[src/rtl/flrd_pkg.sv]
package flrd_pkg;

    typedef enum logic {
        BANK_EVEN = 1'b0,
        BANK_ODD  = 1'b1
    } bank_e;

    typedef struct packed {
        logic pend;
    } ctl_t;

endpackage

[src/rtl/flrd_bank_track.sv]
module flrd_bank_track #(
    parameter int IDX_W = 13
) (
    input  logic             clk,
    input  logic             rst_n,
    input  logic             drv_en,
    input  logic [IDX_W-1:0] drv_idx,
    input  logic [IDX_W-1:0] ask_idx,
    output logic             armed
);

    typedef struct packed {
        logic             en;
        logic [IDX_W-1:0] idx;
    } trk_t;

    trk_t trk_d, trk_q;

    always_comb begin
        trk_d.en  = drv_en;
        trk_d.idx = drv_en ? drv_idx : trk_q.idx;
    end

    always_ff @(posedge clk or negedge rst_n) begin
        if (!rst_n) trk_q <= '0;
        else        trk_q <= trk_d;
    end

    // Port held this index through the previous cycle: the slow array is settled.
    assign armed = trk_q.en && (trk_q.idx == ask_idx);

endmodule

[src/rtl/flrd_steer.sv]
module flrd_steer
    import flrd_pkg::*;
#(
    parameter int WORD_W = 14,
    localparam int IDX_W = WORD_W - 1
) (
    input  logic                  rd,
    input  logic                  ws1,
    input  logic                  serve,
    input  logic [WORD_W-1:0]     word,
    output logic [1:0]            port_en,
    output logic [1:0][IDX_W-1:0] port_idx
);

    bank_e             cur_bank;
    bank_e             nxt_bank;
    logic [WORD_W-1:0] nxt_word;

    always_comb begin
        nxt_word = word + WORD_W'(1);
        cur_bank = bank_e'(word[0]);
        nxt_bank = bank_e'(nxt_word[0]);
        port_en  = '0;
        port_idx = '0;
        if (rd) begin
            port_en[cur_bank]  = 1'b1;
            port_idx[cur_bank] = word[WORD_W-1:1];
            if (ws1 && serve) begin
                port_en[nxt_bank]  = 1'b1;
                port_idx[nxt_bank] = nxt_word[WORD_W-1:1];
            end
        end
    end

endmodule

[src/rtl/flrd_read_ctl.sv]
module flrd_read_ctl
    import flrd_pkg::*;
#(
    parameter int ADDR_W = 16,
    parameter int DATA_W = 32,
    localparam int WORD_W = ADDR_W - 2,
    localparam int IDX_W  = ADDR_W - 3
) (
    input  logic              clk,
    input  logic              rst_n,
    input  logic              cfg_ws1,
    input  logic              bus_rd,
    input  logic              bus_seq,
    input  logic [ADDR_W-1:0] bus_addr,
    output logic [DATA_W-1:0] bus_rdata,
    output logic              bus_ready,
    output logic              p0_en,
    output logic [IDX_W-1:0]  p0_idx,
    input  logic [DATA_W-1:0] p0_rdata,
    output logic              p1_en,
    output logic [IDX_W-1:0]  p1_idx,
    input  logic [DATA_W-1:0] p1_rdata
);

    ctl_t ctl_d, ctl_q;

    logic [WORD_W-1:0]     word;
    bank_e                 cur_bank;
    logic [1:0]            armed;
    logic [1:0]            port_en;
    logic [1:0][IDX_W-1:0] port_idx;
    logic                  hit;

    assign word     = bus_addr[ADDR_W-1:2];
    assign cur_bank = bank_e'(word[0]);

    generate
        for (genvar g = 0; g < 2; g++) begin : g_trk
            flrd_bank_track #(.IDX_W(IDX_W)) u_trk (
                .clk     (clk),
                .rst_n   (rst_n),
                .drv_en  (port_en[g]),
                .drv_idx (port_idx[g]),
                .ask_idx (word[WORD_W-1:1]),
                .armed   (armed[g])
            );
        end
    endgenerate

    always_comb begin
        hit       = armed[cur_bank] && (bus_seq || ctl_q.pend);
        bus_ready = bus_rd && (!cfg_ws1 || hit);
        bus_rdata = '0;
        if (bus_ready) bus_rdata = (cur_bank == BANK_ODD) ? p1_rdata : p0_rdata;
        ctl_d.pend = cfg_ws1 && bus_rd && !bus_ready;
    end

    always_ff @(posedge clk or negedge rst_n) begin
        if (!rst_n) ctl_q <= '0;
        else        ctl_q <= ctl_d;
    end

    flrd_steer #(.WORD_W(WORD_W)) u_steer (
        .rd       (bus_rd),
        .ws1      (cfg_ws1),
        .serve    (bus_ready),
        .word     (word),
        .port_en  (port_en),
        .port_idx (port_idx)
    );

    assign p0_en  = port_en[0];
    assign p0_idx = port_idx[0];
    assign p1_en  = port_en[1];
    assign p1_idx = port_idx[1];

    // requests are word aligned
    a_r1_aligned: assert property (@(posedge clk) disable iff (!rst_n)
        bus_rd |-> (bus_addr[1:0] == 2'b00));

    // zero-wait mode always completes at once
    a_r2_zero_wait: assert property (@(posedge clk) disable iff (!rst_n)
        (!cfg_ws1 && bus_rd) |-> bus_ready);

    // data in wait-state mode comes only from a port held since last cycle
    a_r3_even_settled: assert property (@(posedge clk) disable iff (!rst_n)
        (cfg_ws1 && bus_ready && !bus_addr[2]) |->
        ($past(p0_en) && ($past(p0_idx) == bus_addr[ADDR_W-1:3])));
    a_r3_odd_settled: assert property (@(posedge clk) disable iff (!rst_n)
        (cfg_ws1 && bus_ready && bus_addr[2]) |->
        ($past(p1_en) && ($past(p1_idx) == bus_addr[ADDR_W-1:3])));

    // the penalty never lasts more than one cycle
    a_r3_one_wait: assert property (@(posedge clk) disable iff (!rst_n)
        (cfg_ws1 && $past(cfg_ws1) && bus_rd && $past(bus_rd && !bus_ready)
         && $stable(bus_addr)) |-> bus_ready);

    // a fresh non-sequential request waits
    a_r7_nonseq_waits: assert property (@(posedge clk) disable iff (!rst_n)
        (cfg_ws1 && bus_rd && !bus_seq && !$past(bus_rd && !bus_ready)) |-> !bus_ready);

    // no port activity without a request
    a_r8_idle_ports: assert property (@(posedge clk) disable iff (!rst_n)
        !bus_rd |-> (!p0_en && !p1_en));

    // data stays quiet while not ready
    a_r9_quiet_data: assert property (@(posedge clk) disable iff (!rst_n)
        !bus_ready |-> (bus_rdata == '0));

endmodule

[config.mk]
export PLATFORM = sky130hd
export DESIGN_NAME = flrd_read_ctl
export DESIGN_NICKNAME = d
export VERILOG_FILES = /design/src/rtl/flrd_pkg.sv /design/src/rtl/flrd_bank_track.sv /design/src/rtl/flrd_steer.sv /design/src/rtl/flrd_read_ctl.sv
export SDC_FILE = /design/constraint.sdc
export NUM_CORES = 1
export LEC_CHECK = 0
export ABC_AREA = 1
export BUFFER_PORTS_ARGS = -buffer_cell sky130_fd_sc_hd__buf_2
export CORE_MARGIN = 2
export CORE_UTILIZATION = 30
export DETAILED_ROUTE_END_ITERATION = 16
export GPL_TIMING_DRIVEN = 0
export SETUP_SLACK_MARGIN = 0.5
export SYNTH_ARGS = -nofsm -noshare
export SYNTH_HDL_FRONTEND = slang
export SYNTH_HIERARCHICAL = 1
export SYNTH_SLANG_ARGS = --single-unit
export TNS_END_PERCENT = 100
[constraint.sdc]
create_clock -name clk -period 6.1 [get_ports clk]
set_input_delay 0.305 -clock clk [delete_from_list [all_inputs] [get_ports clk]]
set_output_delay 0.305 -clock clk [all_outputs]
set_load 0.02 [all_outputs]
======== Word level (Yosys, flattened, before mapping) ========
Index checks and enable logic that the tools add are counted.
cells by class
  bitwise operators ....................... 2
  muxes and demuxes ....................... 17
  eq/ne operators ......................... 2
  reduce and logical (&&, ||, !) cells .... 13
  order comparisons ....................... 4
  add/sub/neg operators ................... 1
operators by type and width
  kind                                                count
  two-way mux 32 bit                                  2
  two-way mux 26 bit                                  2
  AND 26 bit                                          1
  bitwise mux 26 bit                                  1
  demux 13 bit (select 1 bit)                         2
  == test 13 bit                                      2
  two-way mux 13 bit                                  2
  adder 14 x 1 -> 14 bit, second input constant       1
  logical AND 1 bit                                   9
  < comparator 1 x 2 -> 1 bit, second input constant  2
  two-way mux 1 bit                                   4
  two-way mux 2 bit                                   2
  demux 1 bit (select 1 bit)                          2
  >= comparator 1 bit, second input constant          2
  logical NOT 1 bit                                   2
  logical OR 1 bit                                    2
  bitwise OR 2 bit                                    1
storage, ports and cells
  output and inout port bits .............. 61
  flip-flop bits (word level) ............. 29
  word-level logic and storage cells ...... 44
  bits of input ports ..................... 85

======== Depth between registers and ports, before layout ========
  depth after elaboration ................. 10
  gate-level depth with buffers ........... 23

======== Cells and area by module ========
The synthesis kept the hierarchy.
modules (own cells, without submodules)
  module           area an instance (sq um)  cells an instance  times used  sequential area each (sq um)
  flrd_bank_track  760.7                     110                2           350.3
  flrd_steer       691.9                     135                1           0.0
  flrd_read_ctl    631.9                     83                 1           25.0

======== Worst setup path after synthesis ========
No wires, ideal clock.
  path kind ............................... register to output
  from .................................... reg g_trk[1].u_trk/trk_q[9] (netlist name)
  to ...................................... out p1_idx[2]
  arrival ................................. 2.828 ns
  slack ................................... 2.967 ns
  stages on the path, launching flop included .. 19
  data required time ...................... 5.795 ns
  buffers on the path ..................... 1
  cells stage by stage .................... dfrtp_1 inv_1 nand2_1 nand2_1 nand2_1 nor2_1 nand2_1 nor2_2 nand2_1 nand2_1 nand2_1 nand2_2 nand2_4 buf_6 inv_1 nand2_2 a21oi_1 inv_1 nor2_1
on the way
  word-level cells in the longest chain between the ends .. 10
ends and longest elaborated chain
  element                                                RTL line               RTL
  start: declaration                                     flrd_bank_track.sv:17  trk_t trk_d, trk_q;
  start signal: assignment                               flrd_bank_track.sv:26  else trk_q <= trk_d;
  == test 13 bit                                         flrd_bank_track.sv:30  assign armed = trk_q.en && (trk_q.idx == ask_idx);
  logical AND 1 bit                                      flrd_bank_track.sv:30
  via armed[1]                                           flrd_read_ctl.sv:29    logic [1:0] armed;
  two-way mux 1 bit (implied by the code) (2 in series)  flrd_read_ctl.sv:51    hit = armed[cur_bank] && (bus_seq || ctl_q.pend);
  logical AND 1 bit                                      flrd_read_ctl.sv:51
  logical OR 1 bit                                       flrd_read_ctl.sv:52    bus_ready = bus_rd && (!cfg_ws1 || hit);
  logical AND 1 bit                                      flrd_read_ctl.sv:52
  via bus_ready                                          flrd_read_ctl.sv:16    output logic bus_ready,
  logical AND 1 bit                                      flrd_steer.sv:28       if (ws1 && serve) begin
  two-way mux 26 bit                                     flrd_steer.sv:28
  two-way mux 26 bit                                     flrd_steer.sv:25       if (rd) begin
  end: declaration                                       flrd_read_ctl.sv:21    output logic [IDX_W-1:0] p1_idx,
The timed path passes the listed nets, and every way through them passes these cells. The select of a mux whose other input is x is not followed.

======== Worst setup path after layout ========
  from .................................... reg g_trk[0].u_trk/trk_q[9] (netlist name)
  to ...................................... out p1_idx[4]
on the way
  word-level cells in the longest chain between the ends .. 10
ends and longest elaborated chain
  element                                                RTL line
  start: declaration                                     flrd_bank_track.sv:17
  start signal: assignment                               flrd_bank_track.sv:26
  == test 13 bit                                         flrd_bank_track.sv:30
  logical AND 1 bit                                      flrd_bank_track.sv:30
  via armed[0]                                           flrd_read_ctl.sv:29
  two-way mux 1 bit (implied by the code) (2 in series)  flrd_read_ctl.sv:51
  logical AND 1 bit                                      flrd_read_ctl.sv:51
  logical OR 1 bit                                       flrd_read_ctl.sv:52
  logical AND 1 bit                                      flrd_read_ctl.sv:52
  logical AND 1 bit                                      flrd_steer.sv:28
  two-way mux 26 bit                                     flrd_steer.sv:28
  two-way mux 26 bit                                     flrd_steer.sv:25
The timed path passes the listed nets, and every way through them passes these cells. The select of a mux whose other input is x is not followed.

==> impl_metrics.prom <==
# TYPE chip_impl_metric gauge
chip_impl_metric{name="number_of_antenna_violations_at_the_first_check_in_global_routing",unit=""} 2
chip_impl_metric{name="drc",unit=""} 0
chip_impl_info{name="grt_setup_unrepaired",value="false"} 1
chip_impl_metric{name="syn-instance-count",unit=""} 438
chip_impl_metric{name="ys_seq_area_frac",unit=""} 0.255
chip_impl_metric{name="worst_setup_hold_path_clk_slew",unit="ns"} 0.06
chip_impl_metric{name="pd_cells",unit="mW/mm²"} 154
chip_impl_metric{name="max-cap-violations",unit=""} 0
chip_impl_metric{name="achievable-frequency",unit="MHz"} 257
chip_impl_metric{name="place_congestion",unit=""} 0.961
chip_impl_metric{name="synth-seq-cells",unit=""} 29
chip_impl_metric{name="clkLatencyLatePin",unit="ns"} 0.28
chip_impl_metric{name="clk_path_buf_depth",unit=""} 2
chip_impl_metric{name="cpPeakStageDelay",unit="ns"} 0.90
chip_impl_info{name="worst_path_max_delay_cell",value="sky130_fd_sc_hd__a21oi_1"} 1
chip_impl_info{name="synth-main-ff-cell",value="sky130_fd_sc_hd__dfrtp_1"} 1
chip_impl_metric{name="cp.arrival",unit="ns"} 3.59
chip_impl_metric{name="ys_types",unit=""} 33
chip_impl_metric{name="critPathRequiredTime",unit="ns"} 5.79
chip_impl_info{name="clk_root_buffer_cell",value="sky130_fd_sc_hd__clkbuf_8"} 1
chip_impl_info{name="critical_path.cell_chain",value="inv_1, nand2_1, nand2_1, nand2_1, nor2_1, nand2_1, nor2_2, nand2_1, nand2_1, nand2_1, nand2_2, nand2_4, buf_6, inv_1, nand2_2, a21oi_1, inv_1, nor2_1, buf_2"} 1
chip_impl_metric{name="totalNegativeSetupSlack",unit="ns"} 0
chip_impl_metric{name="pin_count",unit=""} 146
chip_impl_metric{name="leakagePower",unit="nW"} 2.18
chip_impl_metric{name="syn2layout_area_growth",unit="%"} 33.8
chip_impl_metric{name="vdd.ir_drop.worst",unit="mV"} 0.101
chip_impl_metric{name="detailroute.via_count",unit=""} 3322
chip_impl_metric{name="grt_pass1_wl",unit="µm"} 14900
chip_impl_metric{name="synth_largest_type_area_fraction",unit=""} 0.255
chip_impl_metric{name="grt_max_degree",unit=""} 30
chip_impl_info{name="critPathMostFrequentCell",value="sky130_fd_sc_hd__nand2_1"} 1
chip_impl_info{name="layout_commonest_cell",value="sky130_fd_sc_hd__buf_2"} 1
chip_impl_metric{name="drt_pre_antenna_iters",unit=""} 4
chip_impl_metric{name="post_route_cells_drive_above_1_share",unit=""} 0.348
chip_impl_metric{name="finalSetupViolCount",unit=""} 0
chip_impl_info{name="netlist_top_cells_area",value="sky130_fd_sc_hd__dfrtp_1 (26%), sky130_fd_sc_hd__nand2_1 (17%), sky130_fd_sc_hd__mux2i_1 (11%)"} 1
chip_impl_info{name="most-common-layout-cells",value="sky130_fd_sc_hd__buf_2 (147), sky130_fd_sc_hd__nand2_1 (131), sky130_fd_sc_hd__inv_1 (65), sky130_fd_sc_hd__nor2_1 (39), sky130_fd_sc_hd__mux2i_1 (32)"} 1
chip_impl_metric{name="synth_enable_flop_cells",unit=""} 0
chip_impl_metric{name="vias_in_the_first_global_route",unit=""} 3067
chip_impl_metric{name="detailed_place_hpwl",unit="µm"} 8150
chip_impl_metric{name="fin_crit_sh",unit=""} 0.638
chip_impl_metric{name="initial_utilization",unit=""} 0.308
chip_impl_metric{name="placed_area",unit="mm²"} 0.00372
chip_impl_metric{name="first_iter_violations",unit=""} 155
chip_impl_metric{name="htree_num_levels",unit=""} 2
chip_impl_metric{name="finClkSkew",unit="ns"} 0.00549
chip_impl_metric{name="vias_per_cell",unit=""} 4.61
chip_impl_metric{name="std_cell_rows",unit=""} 35
chip_impl_metric{name="clock_sinks",unit=""} 29
chip_impl_info{name="endpoint_class_of_the_critical_path",value="output port"} 1
chip_impl_metric{name="avgSynthCellArea",unit="µm²"} 6.50
chip_impl_metric{name="die_h",unit="µm"} 101
chip_impl_metric{name="overflow",unit=""} 0
chip_impl_metric{name="total_die_area",unit="mm²"} 0.0103
chip_impl_info{name="timing.setup.critical_path_class",value="reg -> out"} 1
chip_impl_metric{name="die-width",unit="µm"} 101
chip_impl_metric{name="drt-total-wl",unit="µm"} 9930
chip_impl_metric{name="detail-route-antenna-nets",unit=""} 0
chip_impl_metric{name="final_max_slew_viol_count",unit=""} 0
chip_impl_metric{name="synth_area",unit="mm²"} 0.00285
chip_impl_info{name="result_of_the_run",value="finished clean"} 1
chip_impl_info{name="cp-startpoint",value="g_trk[0].u_trk/trk_q[9]"} 1
chip_impl_info{name="worst_hold_path_type",value="in -> async"} 1
chip_impl_info{name="worstReg2RegStart",value="g_trk[0].u_trk/trk_q[9]"} 1
chip_impl_metric{name="period_needed",unit="ns"} 3.89
chip_impl_metric{name="cts_buffers",unit=""} 5
chip_impl_metric{name="drt-wirelength-per-cell",unit="µm"} 13.8
chip_impl_metric{name="cts_setup_buffers",unit=""} 0
chip_impl_metric{name="cts-hold-fix-buffers",unit=""} 0
chip_impl_info{name="post_synthesis_cell_type_with_the_largest_combined_area",value="sky130_fd_sc_hd__dfrtp_1"} 1
chip_impl_metric{name="finish.net_count",unit=""} 675
chip_impl_metric{name="timing.final.hold_violations",unit=""} 0
chip_impl_metric{name="ys_warn_count",unit=""} 6
chip_impl_metric{name="fillCellCount",unit=""} 1014
chip_impl_metric{name="core_region_area",unit="mm²"} 0.00924
chip_impl_metric{name="grt.total_usage",unit=""} 0.185
chip_impl_metric{name="place.port_buffers",unit=""} 143
chip_impl_metric{name="worstMarginPinSlew",unit="ns"} 1.09
chip_impl_metric{name="async_flop_share",unit=""} 1.00
chip_impl_metric{name="cp_max_fo",unit=""} 10
chip_impl_metric{name="max_slew_margin",unit=""} 0.271
chip_impl_info{name="cts_tree",value="done"} 1
chip_impl_metric{name="syn_nets",unit=""} 525
chip_impl_metric{name="resize_count_post_cts",unit=""} 0
chip_impl_metric{name="final_design_area_no_fill",unit="mm²"} 0.00381
chip_impl_info{name="kind_of_start_point_of_the_critical_path",value="register"} 1
==> power breakdown <==
part	switching [W]	total (W)	internal [W]
combinational	0.000136	0.000217	0.0000810
sequential	0.00000711	0.000216	0.000209
clock	0.0000737	0.000155	0.0000810
==> routing by layer <==
metal,part of all wire,global-route usage
met1,0.40,0.207
met2,0.51,0.358
met3,0.070,0.0324
met4,0.015,0.0499
met5,0,0
==> path summary, 6_finish.rpt <==
path | to | slack, ns | cells after the start
worst max-delay path | p1_idx[4] | 2.21 | 19
max in group asynchronous | g_trk[1].u_trk/trk_q[11] | 5.60 | 1
min in group clk | ctl_q | 0.32 | 3
worst min-delay path | g_trk[0].u_trk/trk_q[13] | 0.06 | 1
worst min register to register | g_trk[0].u_trk/trk_q[8] | 0.53 | 2
worst max register to register | g_trk[1].u_trk/trk_q[4] | 2.78 | 20
==> state kept, by name, summed over array words and instances (netlist names) <==
register	cells
g_trk.u_trk/trk_q	28
ctl_q	1
==> cells by family (layout without fill, tap and decap cells) <==
family                     count (synthesis)  count (layout)  synth area share
buffers and inverters                     82             233             0.135
DFF                                       29              29             0.255
xor gates and xnor gates                   3               3           0.00924
adders and majority gates                  2               2           0.00879
other                                      0               2                 0
muxes                                     34              34             0.120
and+or+nand+nor                          229             229             0.356
AOI/OAI and AO/OA                         59              59             0.115
==> synth_stat cells, types with 2 or more instances <==
| library cell | count |
|---|---|
| sky130_fd_sc_hd__dfrtp_1 | 29 |
| sky130_fd_sc_hd__nand4_1 | 4 |
| sky130_fd_sc_hd__nor2_1 | 39 |
| sky130_fd_sc_hd__mux2_2 | 2 |
| sky130_fd_sc_hd__o21ai_0 | 30 |
| sky130_fd_sc_hd__mux2i_1 | 32 |
| sky130_fd_sc_hd__a211oi_1 | 4 |
| sky130_fd_sc_hd__nor2_2 | 26 |
| sky130_fd_sc_hd__a21oi_2 | 2 |
| sky130_fd_sc_hd__nand2_2 | 3 |
| sky130_fd_sc_hd__nand3_1 | 18 |
| sky130_fd_sc_hd__buf_6 | 9 |
| sky130_fd_sc_hd__nor2_4 | 3 |
| sky130_fd_sc_hd__ha_1 | 2 |
| sky130_fd_sc_hd__inv_2 | 2 |
| sky130_fd_sc_hd__buf_2 | 4 |
| sky130_fd_sc_hd__xor2_1 | 2 |
| sky130_fd_sc_hd__nand2_1 | 131 |
| sky130_fd_sc_hd__a21boi_1 | 2 |
| sky130_fd_sc_hd__inv_1 | 65 |
| sky130_fd_sc_hd__a21oi_1 | 13 |
| sky130_fd_sc_hd__o21ai_1 | 5 |
==> per-stage QoR <==
step	worst slack [ns]	std cells	util	power [W]	hold slack (ns)
6_report	2.21	720	0.412	0.000587	0.0604
5_1_grt	1.94	720	0.412	0.000628	0.108
4_1_cts	2.25	718	0.412	0.000593	0.0821
3_5_place_dp	2.44	710	0.403	0.000437	0.382
3_3_place_gp	2.46	710	0.403	0.000432	0.384
2_1_floorplan	2.97	438	-	0.000352	0.00941
==> layout make-up <==
| class | count | area [µm²] | share of cell area |
|---|---|---|---|
| Buffer | 15 | 133 | 0.0348 |
| Multi-Input combinational cell | 327 | 1740 | 0.456 |
| Inverter | 67 | 251 | 0.0661 |
| Antenna cell | 2 | 5.00 | 0.00131 |
| Sequential cell | 29 | 726 | 0.191 |
| Timing Repair Buffer | 143 | 716 | 0.188 |
| Clock buffer | 8 | 80.1 | 0.0210 |
| Tap cell | 129 | 161 | 0.0424 |
==> critical path: cells and delay by family, from the launching register on <==
kind,cells,cell delay (ns)
DFF,1,0.38
buffers and inverters,5,0.72
and+or+nand+nor,13,1.31
AOI/OAI and AO/OA,1,0.90
No activity file was read; power rests on OpenSTA's default activity.
